**config.mk**
```make
export PLATFORM = sky130hd
export DESIGN_NAME = sd_ident_seq
export DESIGN_NICKNAME = d
export VERILOG_FILES = /design/src/rtl/sdid_pkg.sv /design/src/rtl/sdid_cmd_rom.sv /design/src/rtl/sdid_resp_eval.sv /design/src/rtl/sdid_retry_ctr.sv /design/src/rtl/sd_ident_seq.sv
export SDC_FILE = /design/constraint.sdc
export NUM_CORES = 1
export LEC_CHECK = 0
export BUFFER_PORTS_ARGS = -buffer_cell sky130_fd_sc_hd__buf_4
export CAP_MARGIN = 20
export CORE_ASPECT_RATIO = 1.5
export CORE_MARGIN = 5
export CORE_UTILIZATION = 44
export CTS_BUF_LIST = sky130_fd_sc_hd__clkbuf_16
export DETAILED_ROUTE_END_ITERATION = 12
export PLACE_DENSITY_LB_ADDON = 0.15
export SYNTH_ARGS = -nofsm -noshare
export SYNTH_HDL_FRONTEND = slang
export SYNTH_SLANG_ARGS = --single-unit
```
**constraint.sdc**
```tcl
create_clock -name clk -period 6.8 [get_ports clk]
set_clock_uncertainty 0.2 [all_clocks]
set_input_delay 0 -clock clk [delete_from_list [all_inputs] [get_ports clk]]
set_output_delay 0 -clock clk [all_outputs]
set_load 0.1 [all_outputs]
```
**src/rtl/sdid_pkg.sv**
```systemverilog
// Shared types and constants for the SD identification sequencer.
// Assumes: the command engine interprets rsp_class_e as its response length.
package sdid_pkg;

    typedef enum logic [1:0] {
        CARD_NONE = 2'd0,
        CARD_MMC  = 2'd1,
        CARD_SDSC = 2'd2,
        CARD_SDHC = 2'd3
    } card_kind_e;

    typedef enum logic [1:0] {
        RSP_NONE       = 2'd0,
        RSP_SHORT      = 2'd1,
        RSP_LONG       = 2'd2,
        RSP_SHORT_BUSY = 2'd3
    } rsp_class_e;

    typedef enum logic [3:0] {
        ST_IDLE,
        ST_RESET_CARD,
        ST_PROBE_IF,
        ST_V2_APP,
        ST_V2_OPC,
        ST_V1_APP,
        ST_V1_OPC,
        ST_MMC_OPC,
        ST_GET_CID,
        ST_GET_RCA,
        ST_SELECT,
        ST_WAIT_XFER,
        ST_DONE,
        ST_FAIL
    } step_e;

    localparam logic [31:0] IF_PROBE_ARG = 32'h0000_01A5;
    localparam logic [7:0]  IF_ECHO      = 8'hA5;
    localparam logic [31:0] OPC_ARG_HC   = 32'h40E0_0000;
    localparam logic [31:0] OPC_ARG_SC   = 32'h00E0_0000;

endpackage

```
**src/rtl/sdid_cmd_rom.sv**
```systemverilog
// Maps the current sequencer step to the command descriptor to issue.
// Assumes: step and rca are register outputs, so the descriptor is stable
// for as long as the step does not change.
module sdid_cmd_rom
    import sdid_pkg::*;
(
    input  step_e       step,
    input  logic [15:0] rca,
    output logic        is_cmd,
    output logic [5:0]  index,
    output logic [31:0] arg,
    output rsp_class_e  rsp
);

    // Decode one descriptor per command-issuing step.
    always_comb begin
        is_cmd = 1'b1;
        index  = 6'd0;
        arg    = 32'h0;
        rsp    = RSP_NONE;
        case (step)
            ST_RESET_CARD: begin
                index = 6'd0;
            end
            ST_PROBE_IF: begin
                index = 6'd8;
                arg   = IF_PROBE_ARG;
                rsp   = RSP_SHORT;
            end
            ST_V2_APP, ST_V1_APP: begin
                index = 6'd55;
                rsp   = RSP_SHORT;
            end
            ST_V2_OPC: begin
                index = 6'd41;
                arg   = OPC_ARG_HC;
                rsp   = RSP_SHORT;
            end
            ST_V1_OPC: begin
                index = 6'd41;
                arg   = OPC_ARG_SC;
                rsp   = RSP_SHORT;
            end
            ST_MMC_OPC: begin
                index = 6'd1;
                rsp   = RSP_SHORT;
            end
            ST_GET_CID: begin
                index = 6'd2;
                rsp   = RSP_LONG;
            end
            ST_GET_RCA: begin
                index = 6'd3;
                rsp   = RSP_SHORT;
            end
            ST_SELECT: begin
                index = 6'd7;
                arg   = {rca, 16'h0000};
                rsp   = RSP_SHORT_BUSY;
            end
            default: begin
                is_cmd = 1'b0;
            end
        endcase
    end

endmodule

```
**src/rtl/sdid_resp_eval.sv**
```systemverilog
// Extracts the fields the sequencer decides on from a 32-bit response word.
// Assumes: the word is only meaningful in the cycle cmd_done is high.
module sdid_resp_eval
    import sdid_pkg::*;
(
    input  logic [31:0] word,
    output logic        echo_ok,
    output logic        ocr_up,
    output logic        ocr_hc,
    output logic [15:0] rca_field
);

    logic unused_mid;

    // Field extraction for echo check, power-up status, capacity and address.
    always_comb begin
        echo_ok    = (word[7:0] == IF_ECHO);
        ocr_up     = word[31];
        ocr_hc     = word[30];
        rca_field  = word[31:16];
        unused_mid = ^word[15:8];
    end

endmodule

```
**src/rtl/sdid_retry_ctr.sv**
```systemverilog
// Counts busy replies to the operating-condition command within one loop.
// Assumes: clear is held while the sequence is before either loop, and
// bump is one cycle per busy reply.
module sdid_retry_ctr #(
    parameter int MAX_TRIES = 1000
) (
    input  logic clk,
    input  logic rst_n,
    input  logic clear,
    input  logic bump,
    output logic last_try
);

    localparam int CW = (MAX_TRIES > 1) ? $clog2(MAX_TRIES) : 1;
    localparam logic [CW-1:0] LIMIT = CW'(MAX_TRIES - 1);

    logic [CW-1:0] cnt_q;

    // Attempt counter, saturating at the final permitted attempt.
    always_ff @(posedge clk) begin
        if (!rst_n || clear) begin
            cnt_q <= '0;
        end else if (bump && !last_try) begin
            cnt_q <= cnt_q + 1'b1;
        end
    end

    assign last_try = (cnt_q == LIMIT);

    AST_TRIES_BOUNDED: assert property (@(posedge clk) disable iff (!rst_n)
        bump && !last_try |=> cnt_q != '0);

endmodule

```
**src/rtl/sd_ident_seq.sv**
```systemverilog
// SD card identification sequencer: card reset, interface probe, operating
// condition polling with fallbacks, address capture and card select.
// Assumes: the command engine raises cmd_done exactly once per accepted
// request, with cmd_err and resp_word valid in that cycle; xfer_done pulses
// after the select command's busy phase ends.
module sd_ident_seq
    import sdid_pkg::*;
#(
    parameter int MAX_OPC_TRIES = 1000,
    parameter int BLOCK_BYTES   = 512,
    localparam int BLKLEN_W     = $clog2(BLOCK_BYTES + 1)
) (
    input  logic                clk,
    input  logic                rst_n,
    input  logic                start,
    output logic                req_valid,
    input  logic                req_ready,
    output logic [5:0]          req_index,
    output logic [31:0]         req_arg,
    output logic [1:0]          req_rlen,
    input  logic                cmd_done,
    input  logic                cmd_err,
    input  logic [31:0]         resp_word,
    input  logic                xfer_done,
    output logic [1:0]          card_type,
    output logic [15:0]         rca,
    output logic                ready,
    output logic                fail,
    output logic                busy,
    output logic [BLKLEN_W-1:0] blk_len
);

    step_e       step_q, step_d;
    logic        pend_q;
    card_kind_e  kind_q, kind_d;
    logic [15:0] rca_q;
    logic        load_rca;

    logic        is_cmd;
    logic [5:0]  rom_index;
    logic [31:0] rom_arg;
    rsp_class_e  rom_rsp;

    logic        echo_ok, ocr_up, ocr_hc;
    logic [15:0] rca_field;

    logic        fin, accept, opc_step, cnt_clear, cnt_bump, last_try;

    sdid_cmd_rom u_rom (
        .step   (step_q),
        .rca    (rca_q),
        .is_cmd (is_cmd),
        .index  (rom_index),
        .arg    (rom_arg),
        .rsp    (rom_rsp)
    );

    sdid_resp_eval u_eval (
        .word      (resp_word),
        .echo_ok   (echo_ok),
        .ocr_up    (ocr_up),
        .ocr_hc    (ocr_hc),
        .rca_field (rca_field)
    );

    sdid_retry_ctr #(.MAX_TRIES(MAX_OPC_TRIES)) u_retry (
        .clk      (clk),
        .rst_n    (rst_n),
        .clear    (cnt_clear),
        .bump     (cnt_bump),
        .last_try (last_try)
    );

    // Handshake qualifiers and retry-counter control.
    always_comb begin
        fin       = pend_q && cmd_done;
        accept    = req_valid && req_ready;
        opc_step  = (step_q == ST_V2_OPC) || (step_q == ST_V1_OPC);
        cnt_clear = (step_q == ST_RESET_CARD) || (step_q == ST_PROBE_IF);
        cnt_bump  = fin && opc_step && !cmd_err && !ocr_up;
    end

    // Next step and card kind, taken when a command completes.
    always_comb begin
        step_d   = step_q;
        kind_d   = kind_q;
        load_rca = 1'b0;
        case (step_q)
            ST_RESET_CARD: step_d = cmd_err ? ST_V1_APP : ST_PROBE_IF;
            ST_PROBE_IF:   step_d = (!cmd_err && echo_ok) ? ST_V2_APP : ST_V1_APP;
            ST_V2_APP:     step_d = cmd_err ? ST_FAIL : ST_V2_OPC;
            ST_V2_OPC: begin
                if (cmd_err) begin
                    step_d = ST_FAIL;
                end else if (ocr_up) begin
                    step_d = ST_GET_CID;
                    kind_d = ocr_hc ? CARD_SDHC : CARD_SDSC;
                end else begin
                    step_d = last_try ? ST_FAIL : ST_V2_APP;
                end
            end
            ST_V1_APP:     step_d = cmd_err ? ST_MMC_OPC : ST_V1_OPC;
            ST_V1_OPC: begin
                if (cmd_err) begin
                    step_d = ST_MMC_OPC;
                end else if (ocr_up) begin
                    step_d = ST_GET_CID;
                    kind_d = CARD_SDSC;
                end else begin
                    step_d = last_try ? ST_MMC_OPC : ST_V1_APP;
                end
            end
            ST_MMC_OPC: begin
                step_d = cmd_err ? ST_FAIL : ST_GET_CID;
                kind_d = CARD_MMC;
            end
            ST_GET_CID:    step_d = cmd_err ? ST_FAIL : ST_GET_RCA;
            ST_GET_RCA: begin
                step_d   = cmd_err ? ST_FAIL : ST_SELECT;
                load_rca = !cmd_err;
            end
            ST_SELECT:     step_d = cmd_err ? ST_FAIL : ST_WAIT_XFER;
            default:       step_d = step_q;
        endcase
    end

    // Sequencer state, request phase, and captured results.
    always_ff @(posedge clk) begin
        if (!rst_n) begin
            step_q <= ST_IDLE;
            pend_q <= 1'b0;
            kind_q <= CARD_NONE;
            rca_q  <= 16'h0;
        end else begin
            case (step_q)
                ST_IDLE, ST_DONE, ST_FAIL: begin
                    if (start) begin
                        step_q <= ST_RESET_CARD;
                        pend_q <= 1'b0;
                        kind_q <= CARD_NONE;
                        rca_q  <= 16'h0;
                    end
                end
                ST_WAIT_XFER: begin
                    if (xfer_done) begin
                        step_q <= ST_DONE;
                    end
                end
                default: begin
                    if (!pend_q) begin
                        if (accept) begin
                            pend_q <= 1'b1;
                        end
                    end else if (cmd_done) begin
                        pend_q <= 1'b0;
                        step_q <= step_d;
                        if (step_d == ST_FAIL) begin
                            kind_q <= CARD_NONE;
                            rca_q  <= 16'h0;
                        end else begin
                            kind_q <= kind_d;
                            if (load_rca) begin
                                rca_q <= rca_field;
                            end
                        end
                    end
                end
            endcase
        end
    end

    // Port-level outputs.
    always_comb begin
        req_valid = is_cmd && !pend_q;
        req_index = rom_index;
        req_arg   = rom_arg;
        req_rlen  = rom_rsp;
        card_type = kind_q;
        rca       = rca_q;
        ready     = (step_q == ST_DONE);
        fail      = (step_q == ST_FAIL);
        busy      = (step_q != ST_IDLE) && (step_q != ST_DONE) && (step_q != ST_FAIL);
        blk_len   = ready ? BLKLEN_W'(BLOCK_BYTES) : '0;
    end

    AST_REQ_HOLD: assert property (@(posedge clk) disable iff (!rst_n)
        req_valid && !req_ready |=> req_valid && $stable(req_index)
                                    && $stable(req_arg) && $stable(req_rlen));
    AST_ONE_IN_FLIGHT: assert property (@(posedge clk) disable iff (!rst_n)
        req_valid && req_ready |=> !req_valid);
    AST_SELECT_ARG: assert property (@(posedge clk) disable iff (!rst_n)
        req_valid && req_index == 6'd7 |-> req_arg[31:16] == rca
                                           && req_arg[15:0] == 16'h0 && req_rlen == 2'd3);
    AST_READY_AFTER_XFER: assert property (@(posedge clk) disable iff (!rst_n)
        $rose(ready) |-> $past(xfer_done));
    AST_FAIL_CLEARS: assert property (@(posedge clk) disable iff (!rst_n)
        fail |-> card_type == 2'd0 && rca == 16'h0);
    AST_READY_BLOCK: assert property (@(posedge clk) disable iff (!rst_n)
        ready |-> blk_len == BLKLEN_W'(BLOCK_BYTES) && card_type != 2'd0);
    AST_BUSY_START: assert property (@(posedge clk) disable iff (!rst_n)
        busy && start && step_q != ST_RESET_CARD |=> step_q != ST_RESET_CARD);
    AST_CAP_EXITS: assert property (@(posedge clk) disable iff (!rst_n)
        fin && opc_step && !cmd_err && !ocr_up && last_try
        |=> step_q == ST_FAIL || step_q == ST_MMC_OPC);

endmodule

```
Word-level counts from Yosys, hierarchy flattened. Index checks and enable logic that the tools add are counted.

Output and inout bits: 72. Input port bits: 39. Bits in registers: 33. Logic and storage cells: 114.

Bitwise gates (word level): 1. Add/sub/neg operators: 1. Equal/unequal tests: 24. Mux-type cells: 48. Reduce and logical (&&, ||, !) cells: 35.

Operator list (count): case mux 32 bit (4 select lines) (1); 2-to-1 mux 16 bit (5); case mux 6 bit (7 select lines) (1); 2-to-1 mux 4 bit (10); case mux 4 bit (10 select lines) (1); case mux 16 bit (2 select lines) (1); equality test 4 bit (second input constant) (7); 2-to-1 mux 2 bit (9); 2-to-1 mux 3 bit (6); equality test 4 x 3 -> 1 bit (second input constant) (4); != test 4 x 2 -> 1 bit (second input constant) (4); case mux 2 bit (3 select lines) (2); adder 10 x 1 -> 10 bit (second input constant) (1); equality test 10 bit (second input constant) (1); logical AND 1 bit (10); 2-to-1 mux 10 bit (1); OR reduction 10 bit (1); AND reduction 9 bit (1); nonzero test 3 bit (3); equality test 4 x 2 -> 1 bit (second input constant) (2); equality test 8 bit (second input constant) (1); 2-to-1 mux 1 bit (8); != test 4 bit (second input constant) (2); case mux 4 bit (2 select lines) (1); 17 further kinds (26).

Depth between registers and ports, before layout.
Depth in word-level cells: 10. Gate-level depth with buffers: 9. Gate-level depth less buffers: 7.

Hierarchy. Synthesis repeated with hierarchy kept, for this count alone.

Cell total of the unflattened synthesis: 346. Area, all modules: 2675.1 um^2.

Modules (own cells, without submodules): sd_ident_seq (seq. area each 460.4 um^2, cells each 191, instances 1, area each 1531.5 um^2); sdid_retry_ctr (seq. area each 200.2 um^2, cells each 62, instances 1, area each 540.5 um^2); sdid_cmd_rom (seq. area each 0.0 um^2, cells each 72, instances 1, area each 441.7 um^2); sdid_resp_eval (seq. area each 0.0 um^2, cells each 21, instances 1, area each 161.4 um^2).

Least setup slack after synthesis. Ideal clock, no wire load.

Path type: flip-flop to flip-flop. From: register step_q[1]. To: register rca_q[0], in the netlist rca[0]. Arrival: 3.918 ns. Path slack: 2.613 ns. Library setup time: 0.069 ns. Stages on the path, launching flop included: 10. Required time: 6.531 ns. Cell sequence: dfxtp_1 buf_2 clkbuf_1 nand2b_1 nor3_1 nand2_1 o311ai_2 nor3_4 buf_8 a21oi_2.

Cells in the longest elaborated chain, start to end: 7. Elaborated cells on any way between the ends: 28. Those cells by class: 15 x eq/ne; 6 x mux; 1 x bitwise; 6 x reduce/logical.

Ends and longest elaborated chain: from (decl) (RTL line sd_ident_seq.sv:33) `step_e step_q, step_d;`; from (signal assigned) (RTL line sd_ident_seq.sv:156) `step_q <= step_d;`; equality test 4 bit, or another cell as far along (RTL line sd_ident_seq.sv:88) `case (step_q)`; case mux 4 bit (10 select lines) (RTL line sd_ident_seq.sv:88); equality test 4 bit (RTL line sd_ident_seq.sv:157) `if (step_d == ST_FAIL) begin`; 2-to-1 mux 16 bit (RTL line sd_ident_seq.sv:157); 2-to-1 mux 16 bit (RTL line sd_ident_seq.sv:154) `end else if (cmd_done) begin`; 2-to-1 mux 16 bit (RTL line sd_ident_seq.sv:150) `if (!pend_q) begin`; case mux 16 bit (2 select lines) (RTL line sd_ident_seq.sv:135) `case (step_q)`; to (signal assigned) (RTL line sd_ident_seq.sv:163) `rca_q <= rca_field;`; to (decl) (RTL line sd_ident_seq.sv:36) `logic [15:0] rca_q;`.

Parallel ways exist; a longest one is shown, timed or not. The select of a mux whose other input is x is not followed. A chain may end at the register's enable or synchronous reset.

Final worst setup path.
From: register step_q[1]. To: register rca_q[8], in the netlist rca[8].

Same word-level chain as after synthesis.

==> metrics.csv <==
stage;metric;value;unit
outcome;status;completed;
critical_path;crit path to;rca[8];
timing;Fin. Hold Viols;0;
floorplanning;Die ar.;0.007000;mm^2
critical_path;Startpoint Class;flip-flop;
floorplanning;Starting Density;0.4565;
global_routing;total grt overflow;0;
layout;Layout Nets;427;
clocking;Clock transition at path regs;0.05;ns
routing;DRT Wirelength;7.008;mm
placed_design;Post-DP HPWL;5.041;mm
timing;Final TNS setup;0;ns
floorplanning;die width;70;um
floorplanning;Row Count;32;
critical_path;worst reg-to-reg path cell count;6;
clocking;maximum buffer depth of the clock tree;2;
pwr;Logic pwr share;0.658;
clocking;TritonCTS clock tree;built;
pwr;Clk network pwr share;0.170;
global_routing;first-pass GRT wire length;11.14;mm
timing;final worst-path cycle share;0.4805;
placed_design;I/O Buffers;82;
routing;via count;2362;
timing;RSZ-0062 raised after global routing;false;
timing;measured slew at the worst slew-check pin;0.9528;ns
global_routing;vias in the first global route;2338;
clocking;htree depth;2;
layout;layout cells sized above 1;0.2964;
placed_design;DP Area;0.002884;mm^2
layout;Final Cell Area;0.003237;mm^2
synthesis;Yosys cell types;64;
synthesis;Post-Synthesis Cells;302;
critical_path;CP Cell Sequence;nand4b_1, nor4b_2, a21oi_2, o31a_1, a22oi_1, a21oi_2;
critical_path;worst r2r src;step_q[1];
critical_path;Worst path max stage delay;0.89;ns
critical_path;critical path type;flip-flop to flip-flop;
clocking;number of buffers created by CTS;5;
routing;Avg Vias per Cell;5.180;
routing;1st-iter DRT viols;189;
pwr;leakage;1.397;nW
global_routing;largest net degree at the start of global routing;34;
synthesis;Post-synth EDFFs;0;
routing;Final ANT Viol Nets;0;
synthesis;Async SR Flop Fraction;0;
timing;Worst slew margin;0.3625;
floorplanning;Die Y;100;um
clocking;CTS root buf;clkbuf_16;
critical_path;slowest CP cell;dfxtp_1;
routing;DRC errors left;0;
global_routing;total track usage;0.1951;
layout;Multi-input gate area;0.001469;mm^2
hold_path;Hold Crit Class;input port to flip-flop;
timing;Final Setup Violations;0;
synthesis;Syn Area/Cell;7.868;um^2
critical_path;R2R setup slack;3.53;ns
pwr;Max rail drop VDD;0.3089;mV
synthesis;register area share after synthesis;0.2780;
timing;FMAX;0.3061;GHz
synthesis;Synthesis Warnings;0;
floorplanning;Core Area;0.005205;mm^2
floorplanning;Top Ports;111;
layout;Fill cells;466;
layout;Reg area;660.6;um^2
critical_path;Crit. End Element;flip-flop;
layout;ANT cells;0;
critical_path;worst r2r dst;rca[8];
synthesis;Top FF cell, synth;dfxtp_1;
timing;max-slew violation count;0;
synthesis;Cell Area, Synth;0.002376;mm^2
critical_path;Worst Path Max Fanout;26;
pwr;PD cells;452.3;mW/mm^2
synthesis;flops & latches, synth;33;
clocking;worst-skew pair later-pin latency;0.28;ns
layout;Synth-to-Final Area Change;36.23;%
pwr;Seq pwr share;0.172;
routing;DR WL/cell;15.37;um
pwr;sw frac;0.5884;
critical_path;Worst path most repeated cell;a21oi_2;
global_routing;antenna violations before repair;0;
critical_path;CP startpoint;step_q[1];
routing;drt pass-1 iters;4;
timing;post-layout min period;3.267;ns
clocking;CTS sink cnt;33;
placed_design;Placer Congestion;0.9237;
critical_path;WP data arrival;3.27;ns
pwr;Pint;602.5;uW
flow_run;Max-Cap Viols;0;
critical_path;Worst EP required;6.81;ns
pwr;Power, Total;1.464;mW
pwr;NetSw;861.5;uW
## state kept, by name (all words and copies together) (netlist names)
name,cells
u_retry.cnt_q,10
rca,16
pend_q,1
step_q,4
card_type,2
## cells in the mapped netlist, drive strengths merged, types with 6 or more instances
library cell	number	area [um^2]
and2	12	75.07
nor4	6	58.80
nor2	26	97.59
xor2	7	61.31
nand2b	8	57.55
dfxtp	33	660.6
nand2	25	93.84
o21ai	9	45.04
buf	35	246.5
inv	9	33.79
nor3	8	56.31
a21oi	34	211.5
clkbuf	10	37.54
a22oi	13	97.59
nand3	6	30.03
## area by class of cell
cell class | instances | share of cell area
multi-input cells | 234 | 0.4538
repair buffers | 104 | 0.2551
flip-flops and latches | 33 | 0.2041
clock buffers | 5 | 0.03865
well taps | 68 | 0.02629
clock inverters | 3 | 0.01160
inverters | 9 | 0.01044
## how the worst min path moves through the flow
stage	from	endpoint	slack, ns	depth (start not counted)
after detailed placement	resp_word[26]	rca[10]	0.09	3
after global routing	cmd_done	step_q[1]	0.06	5
after CTS	cmd_done	step_q[1]	0.02	5
after floorplan	resp_word[17]	rca[1]	-0.01	2
after global placement	resp_word[22]	rca[6]	0.08	3
final	cmd_done	step_q[1]	0.03	5
## logic make-up (layout without fill, tap and decap cells)
group / count (synthesis) / count (layout) / share of synthesized area
compound gates: 79 / 79 / 0.2338
xor+xnor: 11 / 11 / 0.04055
fa+ha+maj: 2 / 2 / 0.009478
buf+inv: 54 / 121 / 0.1338
flops: 33 / 33 / 0.2780
mux: 2 / 2 / 0.008426
other cells: 1 / 20 / 0.001578
simple gates: 120 / 120 / 0.2944
## layer usage
layer	part of all wire	vias to the layer above	track usage
met1	0.39	1098	0.2107
li1	-	1189	-
met2	0.55	66	0.3685
met5	0	-	0
met3	0.052	9	0.04309
met4	0.016	0	0.06932
## cells in the final DEF, fill, tap and decap left out, types with 3 or more instances in the layout
cell type and count:
buf_4 84, dfxtp_1 33, nor2_1 26, nand2_1 25, a21oi_1 23, conb_1 20, dlygate4sd3_1 19, a22oi_1 13
and2_1 12, a21oi_2 11, inv_1 8, nand2b_1 7, xor2_1 7, nand3_1 6, o21ai_0 6, nor3_1 6
clkbuf_16 5, nor2b_1 4, xnor2_1 4, nor4_1 4, nand3b_1 4, or3_1 3, or2_1 3, o21ai_1 3
## power by group through the flow
stage / Combinational [mW] / Sequential, mW / Clock, mW
finish: 0.964 / 0.251 / 0.249
global route: 1.01 / 0.254 / 0.260
CTS: 0.961 / 0.249 / 0.251
detailed placement: 0.944 / 0.253 / 0
global placement: 0.939 / 0.252 / 0
floorplan: 0.812 / 0.235 / 0
## through the flow
stage	hold WS, ns	util	setup slack, ns	cells
final	0.02564	0.6219	3.533	456
after global placement	0.07714	0.5531	3.604	428
after floorplan	-0.01031	-	2.613	321
after global routing	0.06337	0.6219	3.263	456
after CTS	0.01813	0.6219	3.545	456
after detailed placement	0.08807	0.5541	3.570	429
## worst max-delay path, delay by kind of cell (launching register included)
kind,cells,cell delay [ns]
and+or+nand+nor,2,0.68
AOI/OAI and AO/OA,4,1.41
DFF,1,0.89
## what timing repair did
item                                   4_1_cts  5_1_grt
hold buffers                                19        0
gates resized for setup                      0        0
buffers inserted                             0        0
endpoints found under the hold margin       25        0
(Power assumes the default switching activity.)
